==> src/rtl/rport_pkg.sv <==
`timescale 1ns/1ps
package rport_pkg;
   localparam int DW        = 32;
   localparam int B_CONN    = 0;
   localparam int B_EN      = 1;
   localparam int B_OC      = 3;
   localparam int B_PR      = 4;
   localparam int B_LNK_LO  = 5;
   localparam int LNK_W     = 4;
   localparam int B_PWR     = 9;
   localparam int B_SPD_LO  = 10;
   localparam int SPD_W     = 4;
   localparam int B_LSTB    = 16;
   localparam int B_CHG_LO  = 17;
   localparam int N_CHG     = 7;
   localparam int B_WAKE_LO = 25;
   localparam int N_WAKE    = 3;
   localparam int B_WARM    = 31;

   // change flag index, bit position = B_CHG_LO + index
   typedef enum logic [2:0] {
      CHG_CONN = 3'd0,
      CHG_EN   = 3'd1,
      CHG_WARM = 3'd2,
      CHG_OC   = 3'd3,
      CHG_RST  = 3'd4,
      CHG_LINK = 3'd5,
      CHG_CFG  = 3'd6
   } chg_e;
endpackage

==> src/rtl/rport_sync.sv <==
`timescale 1ns/1ps
module rport_sync #(
   parameter int   STAGES  = 2,
   parameter logic RST_VAL = 1'b0
) (
   input  logic clk,
   input  logic rst_n,
   input  logic d,
   output logic q,
   output logic q_next
);
   if (STAGES < 1) begin : g_bad
      $error("rport_sync: STAGES must be at least 1");
   end

   if (STAGES == 1) begin : g_one
      always_ff @(posedge clk or negedge rst_n) begin
         if (!rst_n) q <= RST_VAL;
         else        q <= d;
      end
      assign q_next = d;
   end else begin : g_chain
      logic [STAGES-1:0] st;
      always_ff @(posedge clk or negedge rst_n) begin
         if (!rst_n) st <= {STAGES{RST_VAL}};
         else        st <= {st[STAGES-2:0], d};
      end
      assign q      = st[STAGES-1];
      assign q_next = st[STAGES-2];
   end
endmodule

==> src/rtl/rport_chg.sv <==
`timescale 1ns/1ps
module rport_chg #(
   parameter int N = 7
) (
   input  logic         clk,
   input  logic         rst_n,
   input  logic [N-1:0] set,
   input  logic [N-1:0] clr,
   output logic [N-1:0] flags,
   output logic         any
);
   if (N < 1) begin : g_bad
      $error("rport_chg: N must be at least 1");
   end

   for (genvar i = 0; i < N; i++) begin : g_bit
      logic f;
      always_ff @(posedge clk or negedge rst_n) begin
         if (!rst_n) f <= 1'b0;
         else        f <= set[i] | (f & ~clr[i]);
      end
      assign flags[i] = f;
   end

   assign any = |flags;
endmodule

==> src/rtl/rport_rstctl.sv <==
`timescale 1ns/1ps
module rport_rstctl
   import rport_pkg::*;
#(
   parameter int SPEED_MAX = 4
) (
   input  logic             clk,
   input  logic             rst_n,
   input  logic             conn_q,
   input  logic             conn_d,
   input  logic             oc_q,
   input  logic             oc_d,
   input  logic             pwr_off,
   input  logic             start_pr,
   input  logic             start_warm,
   input  logic             rst_done,
   input  logic [SPD_W-1:0] hw_speed,
   output logic             pr,
   output logic             warm,
   output logic             en,
   output logic [SPD_W-1:0] spd,
   output logic             set_pec,
   output logic             set_prc,
   output logic             set_wrc
);
   if (SPEED_MAX < 0 || SPEED_MAX >= (1 << SPD_W)) begin : g_bad
      $error("rport_rstctl: SPEED_MAX out of field range");
   end

   localparam logic [SPD_W-1:0] SMAX = SPD_W'(SPEED_MAX);

   logic             disc, oc_rise, done, en_kill;
   logic [SPD_W-1:0] spd_sel;

   assign disc    = conn_q & ~conn_d;
   assign oc_rise = ~oc_q & oc_d;
   assign done    = rst_done & pr;
   assign en_kill = disc | oc_rise | pwr_off;
   assign spd_sel = (hw_speed > SMAX) ? '0 : hw_speed;

   always_ff @(posedge clk or negedge rst_n) begin
      if (!rst_n) begin
         pr   <= 1'b0;
         warm <= 1'b0;
      end else if (done) begin
         pr   <= 1'b0;
         warm <= 1'b0;
      end else begin
         if (start_pr | start_warm) pr   <= 1'b1;
         if (start_warm)            warm <= 1'b1;
      end
   end

   always_ff @(posedge clk or negedge rst_n) begin
      if (!rst_n)             en <= 1'b0;
      else if (en_kill)       en <= 1'b0;
      else if (done & conn_q) en <= 1'b1;
   end

   always_ff @(posedge clk or negedge rst_n) begin
      if (!rst_n)    spd <= '0;
      else if (disc) spd <= '0;
      else if (done) spd <= spd_sel;
   end

   assign set_pec = en & en_kill;
   assign set_prc = done;
   assign set_wrc = done & warm;
endmodule

==> src/rtl/rport_ctrl.sv <==
`timescale 1ns/1ps
module rport_ctrl
   import rport_pkg::*;
#(
   parameter int         SYNC_STAGES = 2,
   parameter int         SPEED_MAX   = 4,
   parameter logic       PWR_RST     = 1'b1,
   parameter logic [3:0] LINK_RST    = 4'd5
) (
   input  logic          clk,
   input  logic          rst_n,
   input  logic          wr_en,
   input  logic [DW-1:0] wr_data,
   output logic [DW-1:0] rd_data,
   input  logic          hw_connect,
   input  logic          hw_overcur,
   input  logic [3:0]    hw_link_state,
   input  logic          link_upd,
   input  logic [3:0]    hw_speed,
   input  logic          reset_done,
   input  logic          cfg_err,
   output logic          port_change
);
   if (LNK_W != 4 || SPD_W != 4) begin : g_bad_w
      $error("rport_ctrl: field widths disagree with port widths");
   end

   logic              conn_q, conn_d, oc_q, oc_d;
   logic              pr, warm, en;
   logic [SPD_W-1:0]  spd;
   logic              set_pec, set_prc, set_wrc;
   logic [LNK_W-1:0]  link;
   logic              pwr;
   logic [N_WAKE-1:0] wake;
   logic [N_CHG-1:0]  chg_set, chg_clr, chg;
   logic              start_pr, start_warm, pwr_off;
   logic              wr_unused;

   assign wr_unused = ^{wr_data[3:0], wr_data[15:10], wr_data[24], wr_data[30:28]};

   rport_sync #(.STAGES(SYNC_STAGES), .RST_VAL(1'b0)) u_conn_sync (
      .clk(clk), .rst_n(rst_n), .d(hw_connect), .q(conn_q), .q_next(conn_d));

   rport_sync #(.STAGES(SYNC_STAGES), .RST_VAL(1'b0)) u_oc_sync (
      .clk(clk), .rst_n(rst_n), .d(hw_overcur), .q(oc_q), .q_next(oc_d));

   assign start_pr   = wr_en & pwr & wr_data[B_PR];
   assign start_warm = wr_en & pwr & wr_data[B_WARM];
   assign pwr_off    = wr_en & ~wr_data[B_PWR];

   rport_rstctl #(.SPEED_MAX(SPEED_MAX)) u_rstctl (
      .clk(clk), .rst_n(rst_n),
      .conn_q(conn_q), .conn_d(conn_d), .oc_q(oc_q), .oc_d(oc_d),
      .pwr_off(pwr_off), .start_pr(start_pr), .start_warm(start_warm),
      .rst_done(reset_done), .hw_speed(hw_speed),
      .pr(pr), .warm(warm), .en(en), .spd(spd),
      .set_pec(set_pec), .set_prc(set_prc), .set_wrc(set_wrc));

   // link state: hardware report has priority over a strobed software write
   always_ff @(posedge clk or negedge rst_n) begin
      if (!rst_n)                       link <= LINK_RST;
      else if (link_upd)                link <= hw_link_state;
      else if (wr_en & wr_data[B_LSTB]) link <= wr_data[B_LNK_LO +: LNK_W];
   end

   always_ff @(posedge clk or negedge rst_n) begin
      if (!rst_n) begin
         pwr  <= PWR_RST;
         wake <= '0;
      end else if (wr_en) begin
         pwr  <= wr_data[B_PWR];
         wake <= wr_data[B_WAKE_LO +: N_WAKE];
      end
   end

   always_comb begin
      chg_set           = '0;
      chg_set[CHG_CONN] = conn_d ^ conn_q;
      chg_set[CHG_EN]   = set_pec;
      chg_set[CHG_WARM] = set_wrc;
      chg_set[CHG_OC]   = oc_d ^ oc_q;
      chg_set[CHG_RST]  = set_prc;
      chg_set[CHG_LINK] = link_upd;
      chg_set[CHG_CFG]  = cfg_err;
   end

   assign chg_clr = wr_en ? wr_data[B_CHG_LO +: N_CHG] : '0;

   rport_chg #(.N(N_CHG)) u_chg (
      .clk(clk), .rst_n(rst_n), .set(chg_set), .clr(chg_clr),
      .flags(chg), .any(port_change));

   always_comb begin
      rd_data                          = '0;
      rd_data[B_CONN]                  = conn_q;
      rd_data[B_EN]                    = en;
      rd_data[B_OC]                    = oc_q;
      rd_data[B_PR]                    = pr;
      rd_data[B_LNK_LO +: LNK_W]       = link;
      rd_data[B_PWR]                   = pwr;
      rd_data[B_SPD_LO +: SPD_W]       = spd;
      rd_data[B_CHG_LO +: N_CHG]       = chg;
      rd_data[B_WAKE_LO +: N_WAKE]     = wake;
      rd_data[B_WARM]                  = warm;
   end
endmodule

==> config.mk <==
export PLATFORM = sky130hd
export DESIGN_NAME = rport_ctrl
export DESIGN_NICKNAME = d
export VERILOG_FILES = /design/src/rtl/rport_pkg.sv /design/src/rtl/rport_sync.sv /design/src/rtl/rport_chg.sv /design/src/rtl/rport_rstctl.sv /design/src/rtl/rport_ctrl.sv
export SDC_FILE = /design/constraint.sdc
export NUM_CORES = 1
export LEC_CHECK = 0
export BUFFER_PORTS_ARGS = -buffer_cell sky130_fd_sc_hd__buf_2
export CORE_ASPECT_RATIO = 1.75
export CORE_MARGIN = 2
export CORE_UTILIZATION = 44
export CTS_BUF_LIST = sky130_fd_sc_hd__clkbuf_8 sky130_fd_sc_hd__clkbuf_16
export DETAILED_ROUTE_END_ITERATION = 10
export PLACE_DENSITY = 0.91
export SETUP_SLACK_MARGIN = 0.02
export SYNTH_ARGS = -nofsm -noshare
export SYNTH_HDL_FRONTEND = slang
export SYNTH_SLANG_ARGS = --single-unit
==> constraint.sdc <==
create_clock -name clk -period 2.35 [get_ports clk]
set_clock_uncertainty 0.2 [all_clocks]
set_input_delay 0.1175 -clock clk [delete_from_list [all_inputs] [get_ports clk]]
set_output_delay 0.1175 -clock clk [all_outputs]
set_load 0.02 [all_outputs]
==> out/qor.yml <==
clk_latency_ps: 270
start_util_pct: 46.1
seq_area_sq_um: 654
dpl_cell_area_sq_um: 1390
hp-class: "in -> reg"
ir_drop_mv: 0.466
grt_first_pass_wirelength_mm: 5.02
tightest_slew_ps: 567
multiInputGateArea_sq_um: 398
vias: 1064
netlist-cell-type-count: 28
antenna_found_initial: 0
worst-setup-path-type: "in -> reg"
fin_tns_setup_ps: 0
timing.final.crit_share_pct: 91.3
finalSetupViolCount: 0
drtPass1Iterations: 2
pre_cts_ws_ps: 899
die_x_um: 44.1
htreeDepth: 1
slew_violations: 0
finalHoldViolations: 0
ios: 81
cp-start-kind: "primary input"
yosys_warnings: 0
r2r-end: "u_rstctl.spd[0]$_DFFE_PN0P_"
grt_overflow: 0
hp-start: "hw_speed[2]"
path_clk_slew_ps: 90
powerDensity_nw_per_um2: 634
drt.antenna.violating_nets: 0
die-area_sq_um: 3280
wl_per_cell_um: 13.3
grt_max_degree: 27
synthCells: 117
synth_area_per_cell_sq_um: 10.6
min_period_ps: 2150
num_antenna_cells: 0
regToRegStartpoint: "u_rstctl.pr$_DFFE_PN0P_"
final.setup.worst_slack_ps: 205
mostFrequentLayoutCell: "buf_2"
nets: 248
slowest_delay_ps: 570
arrival_ps: 2100
numClockSinks: 26
fin_cells: 224
max-slew-margin-rel_pct: 62.2
drive_gt1_share_pct: 35.5
drv_cap: 0
synth_seq_cells: 26
fillCellCount: 205
drt_iter0_drc: 16
numCtsBuffers: 3
die_y_um: 74.2
status: "finished clean"
stdcell_area_sq_um: 1820
leakage_nw: 0.936
rsz0062_at_grt: "no"
clockRootBuffer: "clkbuf_8"
cp_slowest_cell: "dlygate4sd3_1"
crit_top_cell: "dlygate4sd3_1"
hold_path_depth: 4
fp.coreArea_sq_um: 2690
fmax_ghz: 0.466
netlist_area_sq_um: 1240
worstPathMaxFanout: 9
drc: 0
cts_max_path_buffers: 2
port_buffers: 58
placed_cells: 184
rows: 25
ff2ff_path_depth: 4
grt_pass1_vias: 1151
cts_resized: 0
wl_mm: 2.98
end_kind: "register"
hpwl_mm: 1.88
endpoint: "link[3]$_DFFE_PN0P_"
r2r_setup_slack_ps: 590
required_ps: 2300
cts_tree: "built"
gp_congestion: 0.713
viasPerCell: 4.75
path_cells: "dlygate4sd3_1 -> buf_2 -> nand2_1 -> dlygate4sd3_1 -> o21ai_0 -> dlygate4sd3_1"
most-common-layout-cells: "buf_2 (58), dlygate4sd3_1 (36), nand2_1 (23), dfrtp_1 (23), conb_1 (8)"
yosysSeqAreaShare_pct: 52.8
area_growth_pct: 47.0
critical_path.startpoint: "link_upd"
grt_usage_pct: 20.8
[synthesized netlist by cell type]
library cell / count / area (sq um)
ha_1: 2 / 25.0
conb_1: 1 / 3.75
nor4b_1: 1 / 8.76
o21ai_1: 1 / 5.00
a31oi_1: 1 / 6.26
mux2i_1: 4 / 40.0
and2_1: 1 / 6.26
a21o_1: 2 / 15.0
o21ai_0: 5 / 25.0
nor2_1: 4 / 15.0
nand2_4: 1 / 11.3
a22o_1: 2 / 17.5
nand3_1: 2 / 10.0
buf_4: 21 / 158
nand2_1: 23 / 86.3
inv_1: 4 / 15.0
dfrtp_1: 23 / 576
nor4_1: 1 / 6.26
dfstp_2: 3 / 78.8
a21oi_1: 4 / 20.0
mux2_4: 1 / 15.0
buf_6: 2 / 22.5
nor3b_1: 1 / 7.51
mux2_2: 3 / 33.8
o2111ai_1: 1 / 8.76
buf_8: 1 / 15.0
nor3_1: 1 / 5.00
buf_1: 1 / 3.75
[cell type report]
| class | count | share of cell area [%] |
|---|---|---|
| Clock inverter | 1 | 1.65 |
| Timing Repair Buffer | 94 | 35.7 |
| Tap cell | 27 | 1.85 |
| Inverter | 4 | 0.824 |
| Sequential cell | 26 | 35.9 |
| Multi-Input combinational cell | 69 | 21.8 |
| Clock buffer | 3 | 2.26 |
[metal layers]
| metal | part of all wire [%] | vias up | global-route usage (%) |
|---|---|---|---|
| met3 | 5.6 | 5 | 3.64 |
| met2 | 53 | 46 | 38.1 |
| met5 | 0 | - | 0 |
| li1 | - | 516 | - |
| met1 | 40 | 497 | 24.0 |
| met4 | 1.3 | 0 | 6.06 |
[cells by family (layout without fill, tap and decap cells)]
group                    count (synthesis)  in the layout  synth area share [%]
AO/OA/AOI/OAI                           16             16                  7.87
adder cells (fa/ha/maj)                  2              2                  2.02
AND/OR/NAND/NOR                         35             35                  12.6
buffers and inverters                   29            102                  17.3
flip-flops                              26             26                  52.8
other                                    1              8                 0.302
multiplexers                             8              8                  7.16
[power by group]
| group | internal [mW] | switching, mW |
|---|---|---|
| clock | 0.228 | 0.136 |
| combinational | 0.124 | 0.144 |
| sequential | 0.493 | 0.0301 |
[worst max-delay path, delay by kind of cell]
family,cells,cell delay [ps]
buf+inv,4,1830
compound gates,1,80
simple gates,1,70
[state kept, by name (all words and copies together) (netlist names)]
signal,count
pwr,1
u_rstctl.pr,1
wake,3
u_rstctl.en,1
u_chg.g_bit.f,7
u_oc_sync.g_chain.st,2
u_rstctl.warm,1
u_conn_sync.g_chain.st,2
link,4
u_rstctl.spd,4
[metrics by stage]
stage                     power (mW)  hold slack [ps]  util, %
final                           1.15             38.0     67.8
after global routing            1.21             96.2     67.8
after CTS                       1.16             38.3     67.8
after detailed placement       0.746            -53.2     51.7
after global placement         0.740            -60.6     51.7
after floorplan                0.706             -378        -
[what timing repair did]
action / 4_1_cts / 5_1_grt
setup endpoints to repair: 0 / 0
endpoints found under the hold margin: 46 / 0
setup buffers: 0 / 0
hold buffers: 36 / 0
[worst min-delay path by stage]
stage / end / slack [ps]
after floorplan: link[1]$_DFFE_PN0P_ / -380
after global placement: u_oc_sync.g_chain.st[0]$_DFF_PN0_ / -60
after detailed placement: wake[1]$_DFFE_PN0P_ / -50
after CTS: u_rstctl.spd[2]$_DFFE_PN0P_ / 40
after global routing: u_rstctl.spd[2]$_DFFE_PN0P_ / 100
final: u_rstctl.spd[2]$_DFFE_PN0P_ / 40
(Power assumes the default switching activity.)
